[src/rtl/cda_pkg.sv]
`timescale 1ns/1ps
package cda_pkg;

  // Phase of the transfer sequencer
  typedef enum logic [1:0] {
    SEQ_IDLE = 2'd0,
    SEQ_LOW  = 2'd1,
    SEQ_HIGH = 2'd2
  } seq_state_e;

endpackage

[src/rtl/cda_sequencer.sv]
`timescale 1ns/1ps
module cda_sequencer
  import cda_pkg::*;
#(
  parameter int RATIO_W = 2
) (
  input  logic               clk,
  input  logic               rst_n,
  input  logic               bus_cfg_en,
  input  logic               wr_valid,
  input  logic               wide_mode,
  input  logic [RATIO_W-1:0] clk_ratio,
  output logic               wr_ready,
  output logic               load_o,
  output logic               adv_o,
  output logic               busy_o,
  output seq_state_e         state_next_o
);

  localparam int MAX_SHIFT = (1 << RATIO_W) - 1;
  localparam int CNT_W     = (MAX_SHIFT < 1) ? 1 : MAX_SHIFT;

  seq_state_e         state_q, state_n;
  logic [CNT_W-1:0]   cnt_q, cnt_n;
  logic               unit_q, unit_n;
  logic               wide_q, wide_n;
  logic [RATIO_W-1:0] ratio_q, ratio_n;
  logic [CNT_W-1:0]   last_idx;
  logic               last_pulse;
  logic               last_unit;
  logic               accept;

  // Index of the final pulse of a unit: (1 << ratio) - 1
  always_comb begin
    last_idx = '0;
    for (int i = 0; i < CNT_W; i++) begin
      if (i < int'(ratio_q)) last_idx[i] = 1'b1;
    end
  end

  assign last_pulse = (cnt_q == last_idx);
  assign last_unit  = wide_q | unit_q;
  assign wr_ready   = bus_cfg_en & (state_q == SEQ_IDLE);
  assign accept     = wr_valid & wr_ready;

  always_comb begin
    state_n = state_q;
    cnt_n   = cnt_q;
    unit_n  = unit_q;
    wide_n  = wide_q;
    ratio_n = ratio_q;
    load_o  = 1'b0;
    adv_o   = 1'b0;
    unique case (state_q)
      SEQ_IDLE: begin
        if (accept) begin
          state_n = SEQ_LOW;
          cnt_n   = '0;
          unit_n  = 1'b0;
          wide_n  = wide_mode;
          ratio_n = clk_ratio;
          load_o  = 1'b1;
        end
      end
      SEQ_LOW: begin
        state_n = SEQ_HIGH;
      end
      SEQ_HIGH: begin
        if (!last_pulse) begin
          cnt_n   = cnt_q + CNT_W'(1);
          state_n = SEQ_LOW;
        end else if (!last_unit) begin
          cnt_n   = '0;
          unit_n  = 1'b1;
          adv_o   = 1'b1;
          state_n = SEQ_LOW;
        end else begin
          state_n = SEQ_IDLE;
        end
      end
      default: state_n = SEQ_IDLE;
    endcase
  end

  always_ff @(posedge clk or negedge rst_n) begin
    if (!rst_n) begin
      state_q <= SEQ_IDLE;
      cnt_q   <= '0;
      unit_q  <= 1'b0;
      wide_q  <= 1'b0;
      ratio_q <= '0;
    end else begin
      state_q <= state_n;
      cnt_q   <= cnt_n;
      unit_q  <= unit_n;
      if (load_o) begin
        wide_q  <= wide_n;
        ratio_q <= ratio_n;
      end
    end
  end

  assign busy_o       = (state_q != SEQ_IDLE);
  assign state_next_o = state_n;

  // no new word is offered acceptance while one is in flight
  a_r7_no_ready_busy: assert property (@(posedge clk) disable iff (!rst_n)
    busy_o |-> !wr_ready);

  // captured settings stay fixed for the whole word
  a_r8_settings_held: assert property (@(posedge clk) disable iff (!rst_n)
    (busy_o && $past(busy_o)) |-> ($stable(wide_q) && $stable(ratio_q)));

  // the second unit only exists in narrow mode
  a_r4_adv_narrow_only: assert property (@(posedge clk) disable iff (!rst_n)
    adv_o |-> !wide_q);

endmodule

[src/rtl/cda_datapath.sv]
`timescale 1ns/1ps
module cda_datapath #(
  parameter int WORD_W = 32
) (
  input  logic              clk,
  input  logic              rst_n,
  input  logic              load_i,
  input  logic              adv_i,
  input  logic              wide_mode,
  input  logic [WORD_W-1:0] wr_data,
  output logic [WORD_W-1:0] dev_data
);

  localparam int HALF_W = WORD_W / 2;

  logic [WORD_W-1:0] out_q, out_n;
  logic [HALF_W-1:0] hi_q;

  always_comb begin
    out_n = out_q;
    if (load_i) begin
      out_n = wide_mode ? wr_data : {{HALF_W{1'b0}}, wr_data[HALF_W-1:0]};
    end else if (adv_i) begin
      out_n = {{HALF_W{1'b0}}, hi_q};
    end
  end

  always_ff @(posedge clk or negedge rst_n) begin
    if (!rst_n) begin
      out_q <= '0;
      hi_q  <= '0;
    end else begin
      if (load_i || adv_i) out_q <= out_n;
      if (load_i)          hi_q  <= wr_data[WORD_W-1:HALF_W];
    end
  end

  assign dev_data = out_q;

  // the second unit carries zeros in its upper half
  a_r4_upper_zero: assert property (@(posedge clk) disable iff (!rst_n)
    adv_i |=> (dev_data[WORD_W-1:HALF_W] == '0));

  // data only moves on a load or a unit advance
  a_r10_data_hold: assert property (@(posedge clk) disable iff (!rst_n)
    (!load_i && !adv_i) |=> $stable(dev_data));

endmodule

[src/rtl/cda_clkgen.sv]
`timescale 1ns/1ps
module cda_clkgen
  import cda_pkg::*;
(
  input  logic       clk,
  input  logic       rst_n,
  input  seq_state_e state_next_i,
  output logic       dev_clk
);

  logic clk_q, clk_n;

  assign clk_n = (state_next_i == SEQ_HIGH);

  always_ff @(posedge clk or negedge rst_n) begin
    if (!rst_n) clk_q <= 1'b0;
    else        clk_q <= clk_n;
  end

  assign dev_clk = clk_q;

  // each high phase lasts exactly one cycle
  a_r6_single_high: assert property (@(posedge clk) disable iff (!rst_n)
    dev_clk |=> !dev_clk);

endmodule

[src/rtl/cfg_width_adapter.sv]
`timescale 1ns/1ps
module cfg_width_adapter
  import cda_pkg::*;
#(
  parameter int WORD_W  = 32,
  parameter int RATIO_W = 2
) (
  input  logic               clk,
  input  logic               rst_n,
  input  logic               bus_cfg_en,
  input  logic               wide_mode,
  input  logic [RATIO_W-1:0] clk_ratio,
  input  logic               wr_valid,
  input  logic [WORD_W-1:0]  wr_data,
  output logic               wr_ready,
  output logic               dev_clk,
  output logic [WORD_W-1:0]  dev_data
);

  localparam int MAX_SHIFT = (1 << RATIO_W) - 1;
  localparam int CHK_W     = MAX_SHIFT + 2;

  logic       load;
  logic       adv;
  logic       busy;
  seq_state_e state_next;

  cda_sequencer #(.RATIO_W(RATIO_W)) u_seq (
    .clk          (clk),
    .rst_n        (rst_n),
    .bus_cfg_en   (bus_cfg_en),
    .wr_valid     (wr_valid),
    .wide_mode    (wide_mode),
    .clk_ratio    (clk_ratio),
    .wr_ready     (wr_ready),
    .load_o       (load),
    .adv_o        (adv),
    .busy_o       (busy),
    .state_next_o (state_next)
  );

  cda_datapath #(.WORD_W(WORD_W)) u_dp (
    .clk       (clk),
    .rst_n     (rst_n),
    .load_i    (load),
    .adv_i     (adv),
    .wide_mode (wide_mode),
    .wr_data   (wr_data),
    .dev_data  (dev_data)
  );

  cda_clkgen u_clk (
    .clk          (clk),
    .rst_n        (rst_n),
    .state_next_i (state_next),
    .dev_clk      (dev_clk)
  );

  // Pulse-count checker: rising edges per word against captured settings
  logic [CHK_W-1:0]   chk_cnt;
  logic               chk_wide;
  logic [RATIO_W-1:0] chk_ratio;
  logic               chk_clk_d;
  logic [CHK_W-1:0]   chk_exp;

  always_ff @(posedge clk or negedge rst_n) begin
    if (!rst_n) begin
      chk_cnt   <= '0;
      chk_wide  <= 1'b0;
      chk_ratio <= '0;
      chk_clk_d <= 1'b0;
    end else begin
      chk_clk_d <= dev_clk;
      if (load) begin
        chk_cnt   <= '0;
        chk_wide  <= wide_mode;
        chk_ratio <= clk_ratio;
      end else if (dev_clk && !chk_clk_d) begin
        chk_cnt <= chk_cnt + CHK_W'(1);
      end
    end
  end

  assign chk_exp = CHK_W'(1) << (int'(chk_ratio) + (chk_wide ? 0 : 1));

  // pulses per word equal units x (1 << ratio)
  a_r5_pulse_total: assert property (@(posedge clk) disable iff (!rst_n)
    $fell(busy) |-> (chk_cnt == chk_exp));

  // data is settled whenever the device clock is high
  a_r6_data_stable_high: assert property (@(posedge clk) disable iff (!rst_n)
    dev_clk |-> $stable(dev_data));

  // acceptance requires the bus enable
  a_r2_ready_needs_en: assert property (@(posedge clk) disable iff (!rst_n)
    wr_ready |-> bus_cfg_en);

  // the device clock rests low while idle
  a_r10_idle_clock_low: assert property (@(posedge clk) disable iff (!rst_n)
    (!busy && !$past(busy)) |-> !dev_clk);

endmodule

[config.mk]
export PLATFORM = sky130hd
export DESIGN_NAME = cfg_width_adapter
export DESIGN_NICKNAME = d
export VERILOG_FILES = /design/src/rtl/cda_pkg.sv /design/src/rtl/cda_sequencer.sv /design/src/rtl/cda_datapath.sv /design/src/rtl/cda_clkgen.sv /design/src/rtl/cfg_width_adapter.sv
export SDC_FILE = /design/constraint.sdc
export NUM_CORES = 1
export LEC_CHECK = 0
export CORE_UTILIZATION = 29
export CTS_BUF_LIST = sky130_fd_sc_hd__clkbuf_2
export DETAILED_ROUTE_END_ITERATION = 8
export DONT_BUFFER_PORTS = 1
export GPL_TIMING_DRIVEN = 0
export PLACE_DENSITY = 0.47
export SYNTH_ARGS = -nofsm -noshare
export SYNTH_HDL_FRONTEND = slang
export SYNTH_SLANG_ARGS = --single-unit
[constraint.sdc]
create_clock -name clk -period 2.6 [get_ports clk]
set_clock_uncertainty 0.2 [all_clocks]
set_input_delay 0.13 -clock clk [delete_from_list [all_inputs] [get_ports clk]]
set_output_delay 0.13 -clock clk [all_outputs]
set_load 0.03 [all_outputs]
# Yosys cells after proc, flatten, opt, wreduce, memory -nomap -nowiden
# Cells that the tools add are included.
# word_totals
out_inout_bits	34
elab_cells	54
register_bits	58
input_bits	39
# classes
bitwise	3
addsub	1
magnitude_cmp	3
n_eq_ne	8
reduce_logical	8
n_mux	23
# ops
operator	count
$mux 32	3
$mux 1	12
$mux 3	3
$pmux 2 s3	1
$pmux 3 s2	1
$reduce_and 3->1	2
$eq 2x2->1 const B	2
$lt 1x2->1 const A	2
$mux 2	2
$ne 2x1->1 const B	2
$reduce_and 4->1	1
$reduce_bool 2->1	2
$add 3x1->3 const B	1
$eq 3x3->1	1
$ne 3x3->1 const B	1
$and 1x1->1	2
$eq 2x1->1 const B	1
$logic_not 2->1	1
$lt 2x2->1 const A	1
$ne 2x2->1 const B	1
$pmux 1 s2	1
$reduce_and 2->1	1
$logic_or 1x1->1	1
$or 1x1->1	1

# Depth between registers and ports, before layout
# Gate-level depths: netlist of run 1.
# depth
word_depth	7
depth_mapped	6
ltp_nobuf	4

# Modules after synthesis
# From an unflattened synthesis of run 1, not the netlist that was laid out.
# unflattened
cells_unflattened	189
hier_area_um2	2453.6
# modules_own_cells
mod	area_per_inst_um2	seq_area_each_um2	n_inst	cells_each
cda_datapath	1923.1	1201.2	1	141
cda_sequencer	491.7	225.2	1	46
cda_clkgen	38.8	25.0	1	2

# Worst setup path after synthesis of run 1
# No wires, ideal clock.
# synth_timing
path_kind	flip-flop to flip-flop
start	reg u_clk.dev_clk (netlist name)
end	reg u_dp.out_q[12] (netlist: u_dp.dev_data[12])
required_ns	2.269
path_stages_with_launch	6
setup_slack_ns	0.640
setup_ns	0.131
synth_period_minus_slack_ns	1.960
arrival_time_ns	1.629
n_path_buf	1
path_cell_list	dfrtp_1 -> nor4b_4 -> nand3_1 -> buf_2 -> nand4_1 -> o211ai_1
# synth_rtl
element	line	text
end signal: assignment	cda_datapath.sv:33	if (load_i || adv_i) out_q <= out_n;
end: declaration	cda_datapath.sv:16	logic [WORD_W-1:0] out_q, out_n;

==> results of run 1 <==
==> logic make-up (layout without fill, tap and decap cells) <==
kind of cell    after synthesis  after routing  synth area share
compound gates               51             51             0.179
fa+ha+maj                     1              1           0.00500
buf+inv                      27             82            0.0500
flops                        57             57             0.570
simple gates                 94             94             0.196
==> per-stage QoR <==
step                      setup slack (ns)  hold slack, ns  total power (uW)
after detailed placement             0.247          -0.363              2970
after global placement               0.260          -0.363              2940
after global routing                0.0743          0.0488              3830
after CTS                            0.190          0.0306              3610
after floorplan                      0.640          -0.366              2700
final                                0.220          0.0725              3570
==> path summary, 6_finish.rpt <==
kind,from,endpoint,slack [ns],cells past startpoint
hold reg to reg,u_dp.hi_q[3],u_dp.hi_q[3],0.29,2
max in group asynchronous,rst_n,u_seq.ratio_q[0],1.86,3
hold / removal,wr_valid,u_dp.dev_data[15],0.07,4
setup / recovery,u_clk.dev_clk,u_dp.dev_data[14],0.22,5
min in group asynchronous,rst_n,u_dp.dev_data[29],0.09,3
setup reg to reg,u_clk.dev_clk,u_dp.dev_data[14],0.22,5
==> where the power goes <==
part	internal, uW	total [uW]	switching (uW)
sequential	1270	2030	763
clock	211	544	333
combinational	449	994	545
==> metal layers <==
layer / up-vias / track usage / wire [microns]
met2: 64 / 0.249 / 3210
met4: 0 / 0.0720 / 89
met5: - / 0 / 0
met1: 974 / 0.219 / 3150
li1: 942 / - / -
met3: 9 / 0.0523 / 526
==> state kept, by name, indices dropped and copies added, names as in the netlist <==
register / cells
u_seq.unit_q: 1
u_clk.dev_clk: 1
u_dp.dev_data: 32
u_dp.hi_q: 16
u_seq.state_q: 1
u_seq.cnt_q: 3
u_seq.ratio_q: 2
u_seq.wide_q: 1
==> repair_timing <==
action / 4_1_cts / 5_1_grt
endpoints found under the hold margin: 107 / 0
endpoints found under the setup margin: 0 / 0
hold buffers: 40 / 0
==> synthesized netlist by cell type (all sizes together) <==
| master | instances |
|---|---|
| a22oi | 1 |
| nor4 | 1 |
| o311ai | 2 |
| nor3 | 1 |
| nor2b | 1 |
| nand2b | 1 |
| and2 | 2 |
| nand2 | 59 |
| nor4b | 2 |
| or3 | 2 |
| o211ai | 17 |
| a21oi | 1 |
| nor3b | 1 |
| nand4bb | 1 |
| clkbuf | 11 |
| and4 | 1 |
| nor4bb | 1 |
| inv | 9 |
| buf | 7 |
| and4bb | 1 |
| a32o | 16 |
| o31ai | 2 |
| nand4 | 15 |
| or2b | 1 |
| nand3 | 2 |
| o41ai | 1 |
| a21o | 1 |
| a2111o | 1 |
| nor2 | 2 |
| ha | 1 |
| o31a | 1 |
| dfrtp | 57 |
| o21ai | 8 |
==> placed cells by master (no fill, tap or decap), types with 2 or more instances in the layout <==
cell            n
nand3_1         2
clkinvlp_4      2
inv_1           9
dlygate4sd3_1  38
nor2_1          2
o21ai_0         7
o31ai_1         2
nand2_1        59
buf_6           2
and2_1          2
buf_16          2
a32o_1         16
o211ai_1       17
nor4b_4         2
dfrtp_1        57
clkbuf_1       11
clkbuf_2        9
nand4_1        15
clkinv_2        3
buf_2           4
or3_1           2
==> worst register-to-register path, cell delays in order (launching register included) <==
cell and delay [ns]:
dfrtp_1 0.65, nand4bb_1 0.19, clkbuf_1 0.34, dlygate4sd3_1 0.68
nand2_1 0.10, o211ai_1 0.17
==> cell type report <==
class / count / area share
Buffer: 18 / 0.0288
Clock buffer: 9 / 0.0142
Clock inverter: 6 / 0.0189
Inverter: 9 / 0.0106
Multi-Input combinational cell: 146 / 0.299
Sequential cell: 57 / 0.450
Tap cell: 105 / 0.0414
Timing Repair Buffer: 40 / 0.137
==> key figures, run 1 <==
Drt
  – Drt drc: 0
  – WL/cell: 17.9 microns
  – DR vias: 1989
  – First-pass DRT Iterations: 4
  – ANT nets after route: 0
  – Vias per inst: 5.10
  – DR iter-0 viols: 90
  – Final wirelength: 6.98 mm

Floorplanning
  – Die ar.: 9000 sq um
  – Die height: 94.9 microns
  – Cell Rows: 33
  – Io pins: 73
  – Core footprint: 8300 sq um
  – Initial Util: 0.301
  – Die W: 94.9 microns

Layout
  – Register area: 1430 sq um
  – Share of cells above drive strength 1: 0.105
  – Area growth, synth to finish: 26.9%
  – Design Area, Final: 3170 sq um
  – Final Non-Filler Cells: 390
  – Nets: 321
  – Final core occ: 0.382
  – ANT cells: 0
  – Area of the multi-input gates: 950 sq um
  – Number of fill cells in the layout: 828

CTS
  – Clock tree buffer depth: 2
  – Clock root buffer: clkbuf_2
  – CTS tree: built
  – Cts bufs inserted: 9
  – Clk sinks: 57
  – PostCTS Resize Cnt: 0
  – Clk slew on worst S/H paths: 0.17 ns
  – Postcts setup bufs: 0
  – Worst-skew pair later-pin latency: 0.46 ns
  – H-tree levels: 3

Pwr
  – PD cells: 1120 nW/um^2
  – Peak supply drop: 0.297 mV
  – P_leak: 0.00136 uW

Worst setup path
  – Critical path's top delay family: buffers and inverters
  – CP max stage cell: dlygate4sd3_1
  – Worst setup SP type: flop
  – Worst-path cell chain: nand4bb_1, clkbuf_1, dlygate4sd3_1, nand2_1, o211ai_1
  – CP peak stage delay: 0.67 ns
  – Worst path buffer plus inverter count: 2
  – Worst setup EP type: flop
  – Worst setup path class: reg -> reg
  – CP required: 2.80 ns
  – Worst Path Arrival: 2.58 ns
  – CP max FO: 8

GRT
  – Global route overflow: 0
  – Initial antenna violation count: 0
  – First-pass GRT wire length: 11.0 mm
  – Number of global-route vias before repair: 2034
  – Largest net degree at the start of global routing: 58
  – GRT Overall Usage: 0.166

Timing
  – Final-report hold violation count: 0
  – Final Cycle Share: 0.915
  – Fin Setup TNS: 0 ns
  – Final min period: 2.38 ns
  – Fmax: 0.420 GHz
  – Worst-Margin Slew: 0.935 ns
  – Slew HR: 0.375
  – Slew Viols, Final: 0
  – RSZ-0062 raised after global routing: false
  – Setup Viol. Count Final: 0

Yosys
  – Mapped cell area: 2500 sq um
  – Top post-synthesis cells by area: dfrtp_1 57%, nand2_1 8.9%, a32o_1 6.4%
  – Mapped Cells: 230
  – Yosys top cell area share: 0.570
  – #FFs+latches synth: 57
  – Yosys warns: 0
  – Leading area contributor after synthesis: dfrtp_1
  – Yosys cell types: 37
  – Post-synthesis average cell area: 10.9 sq um
  – Sequential share of the synthesized area: 0.570
  – Synthesized net count: 270

Job
  – Max-Cap Viols: 0

Worst hold path
  – Worst Hold Class: in -> reg

Placed design
  – Inst Count DP: 335
  – Final HPWL from detailed placement: 4.66 mm
  – Port bufs: 0
  – Dpl cell area: 2630 sq um
  – Routability cong.: 0.806

Outcome
  – Status: finished, final reports clean
Note: power is estimated with default switching activity, not from simulation.
==> run 2: changes to the inputs <==
--- a/config.mk
+++ b/config.mk
@@ -5,6 +5,7 @@
 export SDC_FILE = /design/constraint.sdc
 export NUM_CORES = 1
 export LEC_CHECK = 0
+export ABC_AREA = 1
 export CORE_UTILIZATION = 29
 export CTS_BUF_LIST = sky130_fd_sc_hd__clkbuf_2
 export DETAILED_ROUTE_END_ITERATION = 8
==> run 2 against run 1 <==
  * The run now ends with design-rule violations left
  * Cell area up 5.7%
  * Hold slack better by 0.048 ns
  * First-iteration DRC count unchanged
  * Clock-buffer cell count unchanged
  * Die area up 6.2%
  * Setup slack better by 0.18 ns
  * Synthesized area up 6.3%
  * Via count up 7.2%
  * Fmax up 8.2%
  * Highest routed layer unchanged
==> key figures, run 2 <==
Placed design
  – Port bufs: 0
  – Dpl cell area: 2790 sq um
  – Final HPWL from detailed placement: 4.89 mm
  – Routability cong.: 0.722

Worst setup path
  – CP max FO: 5
  – Worst setup SP type: flop
  – Internal reg-to-reg setup slack: 0.46 ns
  – R2R depth: 5
  – Worst reg2reg path startpoint: u_clk.dev_clk
  – RR Endpoint: u_seq.wide_q
  – Worst setup EP type: output port
  – Worst Path Arrival: 1.87 ns
  – Worst-path cell chain: nor3b_1
  – CP max stage cell: nor3b_1
  – Critical path's top delay family: simple AND/OR/NAND/NOR gates
  – Worst path buffer plus inverter count: 0
  – CP peak stage delay: 0.84 ns
  – CP required: 2.27 ns
  – Crit. Startpoint: u_clk.dev_clk
  – Worst setup path class: reg -> out

Yosys
  – Most numerous cell in the Yosys netlist: nand2_1
  – Largest family of logic cells by synthesized area: simple AND/OR/NAND/NOR gates
  – Mapped Cells: 300
  – Post-synthesis average cell area: 8.86 sq um
  – Mux share of post-synthesis cell area: 0
  – Top post-synthesis cells by area: dfrtp_1 54%, nand2_1 20%, nand3_2 7.2%
  – Post-synth EDFFs: 0
  – Yosys warns: 0
  – Adder-Cell Fraction of Synth Area: 0.00471
  – Mapped cell area: 2660 sq um
  – Synth Area in XOR/XNOR: 0.00941
  – Simple-gate share of the synthesized area: 0.383
  – Yosys top cell area share: 0.536
  – Dominant synthesized flop cell: dfrtp_1
  – Synthesized net count: 340
  – Synth Area in Compound Gates: 0.00800
  – Leading area contributor after synthesis: dfrtp_1
  – #FFs+latches synth: 57
  – Most instantiated cells after synthesis: 143 x nand2_1, 57 x dfrtp_1, 37 x nand3_1
  – Yosys cell types: 22
  – Ys async rst share: 1.00
  – Sequential share of the synthesized area: 0.536

GRT
  – Largest net degree at the start of global routing: 56
  – Number of global-route vias before repair: 2287
  – GRT Overall Usage: 0.163
  – Initial antenna violation count: 0
  – First-pass GRT wire length: 11.9 mm
  – Global route overflow: 0

Worst hold path
  – Worst Hold Class: in -> reg
  – Min-Delay Endpoint: u_dp.hi_q[0]
  – Hold depth: 3
  – Worst Min Path Start: wr_data[16]

Layout
  – Commonest non-fill, non-tap cell in the layout: nand2_1
  – Max FFs per register: 32
  – Design Area, Final: 3350 sq um
  – Register area: 1430 sq um
  – Area of the multi-input gates: 1080 sq um
  – Area growth, synth to finish: 26.2%
  – Nets: 394
  – Number of fill cells in the layout: 902
  – Share of cells above drive strength 1: 0.170
  – Commonest cells after routing, fill and taps aside: 143 x nand2_1, 57 x dfrtp_1, 41 x dlygate4sd3_1
  – ANT cells: 0

Drt
  – Drt drc: 8
  – First-pass DRT Iterations: 6
  – WL met2: 3.19 mm
  – DR vias: 2133
  – ANT nets after route: 0
  – DR iter-0 viols: 90
  – Top layer in use: met4
  – Final wirelength: 7.14 mm
  – Met3 routed WL: 460 microns
  – WL/cell: 15.3 microns
  – M1 WL: 3.36 mm
  – Vias per inst: 4.58

Floorplanning
  – Core footprint: 8810 sq um
  – Die ar.: 9560 sq um
  – Die W: 97.8 microns
  – Die height: 97.8 microns
  – Cell Rows: 34
  – Initial Util: 0.302
  – Io pins: 73

CTS
  – H-tree levels: 3
  – PostCTS Resize Cnt: 0
  – Cts bufs inserted: 9
  – Cts hold-fix bufs: 43
  – Clk sinks: 57
  – Clock root buffer: clkbuf_2
  – Worst-skew pair later-pin latency: 0.47 ns
  – Clock tree buffer depth: 2
  – Clk slew on worst S/H paths: 0.17 ns
  – CTS tree: built
  – Postcts setup bufs: 0

Pwr
  – Total power: 3770 uW
  – P_leak: 0.00175 uW
  – Peak supply drop: 0.462 mV
  – PD cells: 1130 nW/um^2

Timing
  – Hold Slack: 0.120 ns
  – Fin Setup TNS: 0 ns
  – RSZ-0062 raised after global routing: false
  – Setup Viol. Count Final: 0
  – Fmax: 0.455 GHz
  – Final Cycle Share: 0.846
  – Slew HR: 0.357
  – Final-report hold violation count: 0
  – Worst-Margin Slew: 0.962 ns
  – Slew Viols, Final: 0
  – Final min period: 2.20 ns

Outcome
  – Failing checks: design-rule violations
  – Status: finished with violations

Job
  – Max-Cap Viols: 0
-- run 2: cell types whose count changed after synthesis, moves of 5 or more --
cell	delta
clkbuf_1	-11
o211ai_1	-17
nand4_1	-15
buf_2	+5
nand2_1	+84
a32o_1	-16
o21ai_0	-6
nand3_2	+19
nand3_1	+35
-- run 2: area by class of cell --
type / count / share of cell area
Sequential cell: 57 / 0.425
Tap cell: 108 / 0.0403
Multi-Input combinational cell: 216 / 0.321
Inverter: 12 / 0.0138
Buffer: 15 / 0.0325
Clock inverter: 6 / 0.0149
Timing Repair Buffer: 43 / 0.139
Clock buffer: 9 / 0.0134
-- run 2: worst max-delay path by stage --
stage,endpoint,cells past startpoint
after floorplan,wr_ready,1
after global placement,u_dp.dev_data[10],8
after detailed placement,u_dp.dev_data[12],8
after CTS,wr_ready,1
after global routing,wr_ready,1
final,wr_ready,1
-- run 2: metal layers --
metal  vias to the layer above  GRT usage
li1                       1062          -
met4                         0     0.0804
met2                        56      0.254
met1                      1003      0.211
met5                         -          0
met3                        12     0.0401
-- run 2: report_power, final --
part           switching [uW]  total (uW)  leakage [uW]  internal, uW
registers                 757        2030      0.000728          1270
clock network             335         538     0.0000617           203
logic                     724        1210      0.000958           482
-- run 2: logic make-up (layout without fill, tap and decap cells) --
logic type,Yosys count,count (layout)
XOR/XNOR,2,2
flip-flops,57,57
buffers and inverters,27,85
adder cells (fa/ha/maj),1,1
AND/OR/NAND/NOR,210,210
AO/OA/AOI/OAI,3,3
-- run 2: per-stage QoR --
stage                     instances  setup WS [ns]  utilization
final                           466          0.401        0.381
after global routing            466          0.326        0.381
after CTS                       466          0.376        0.381
after detailed placement        408          0.640        0.317
after global placement          408          0.661        0.317
after floorplan                 300          0.973            -
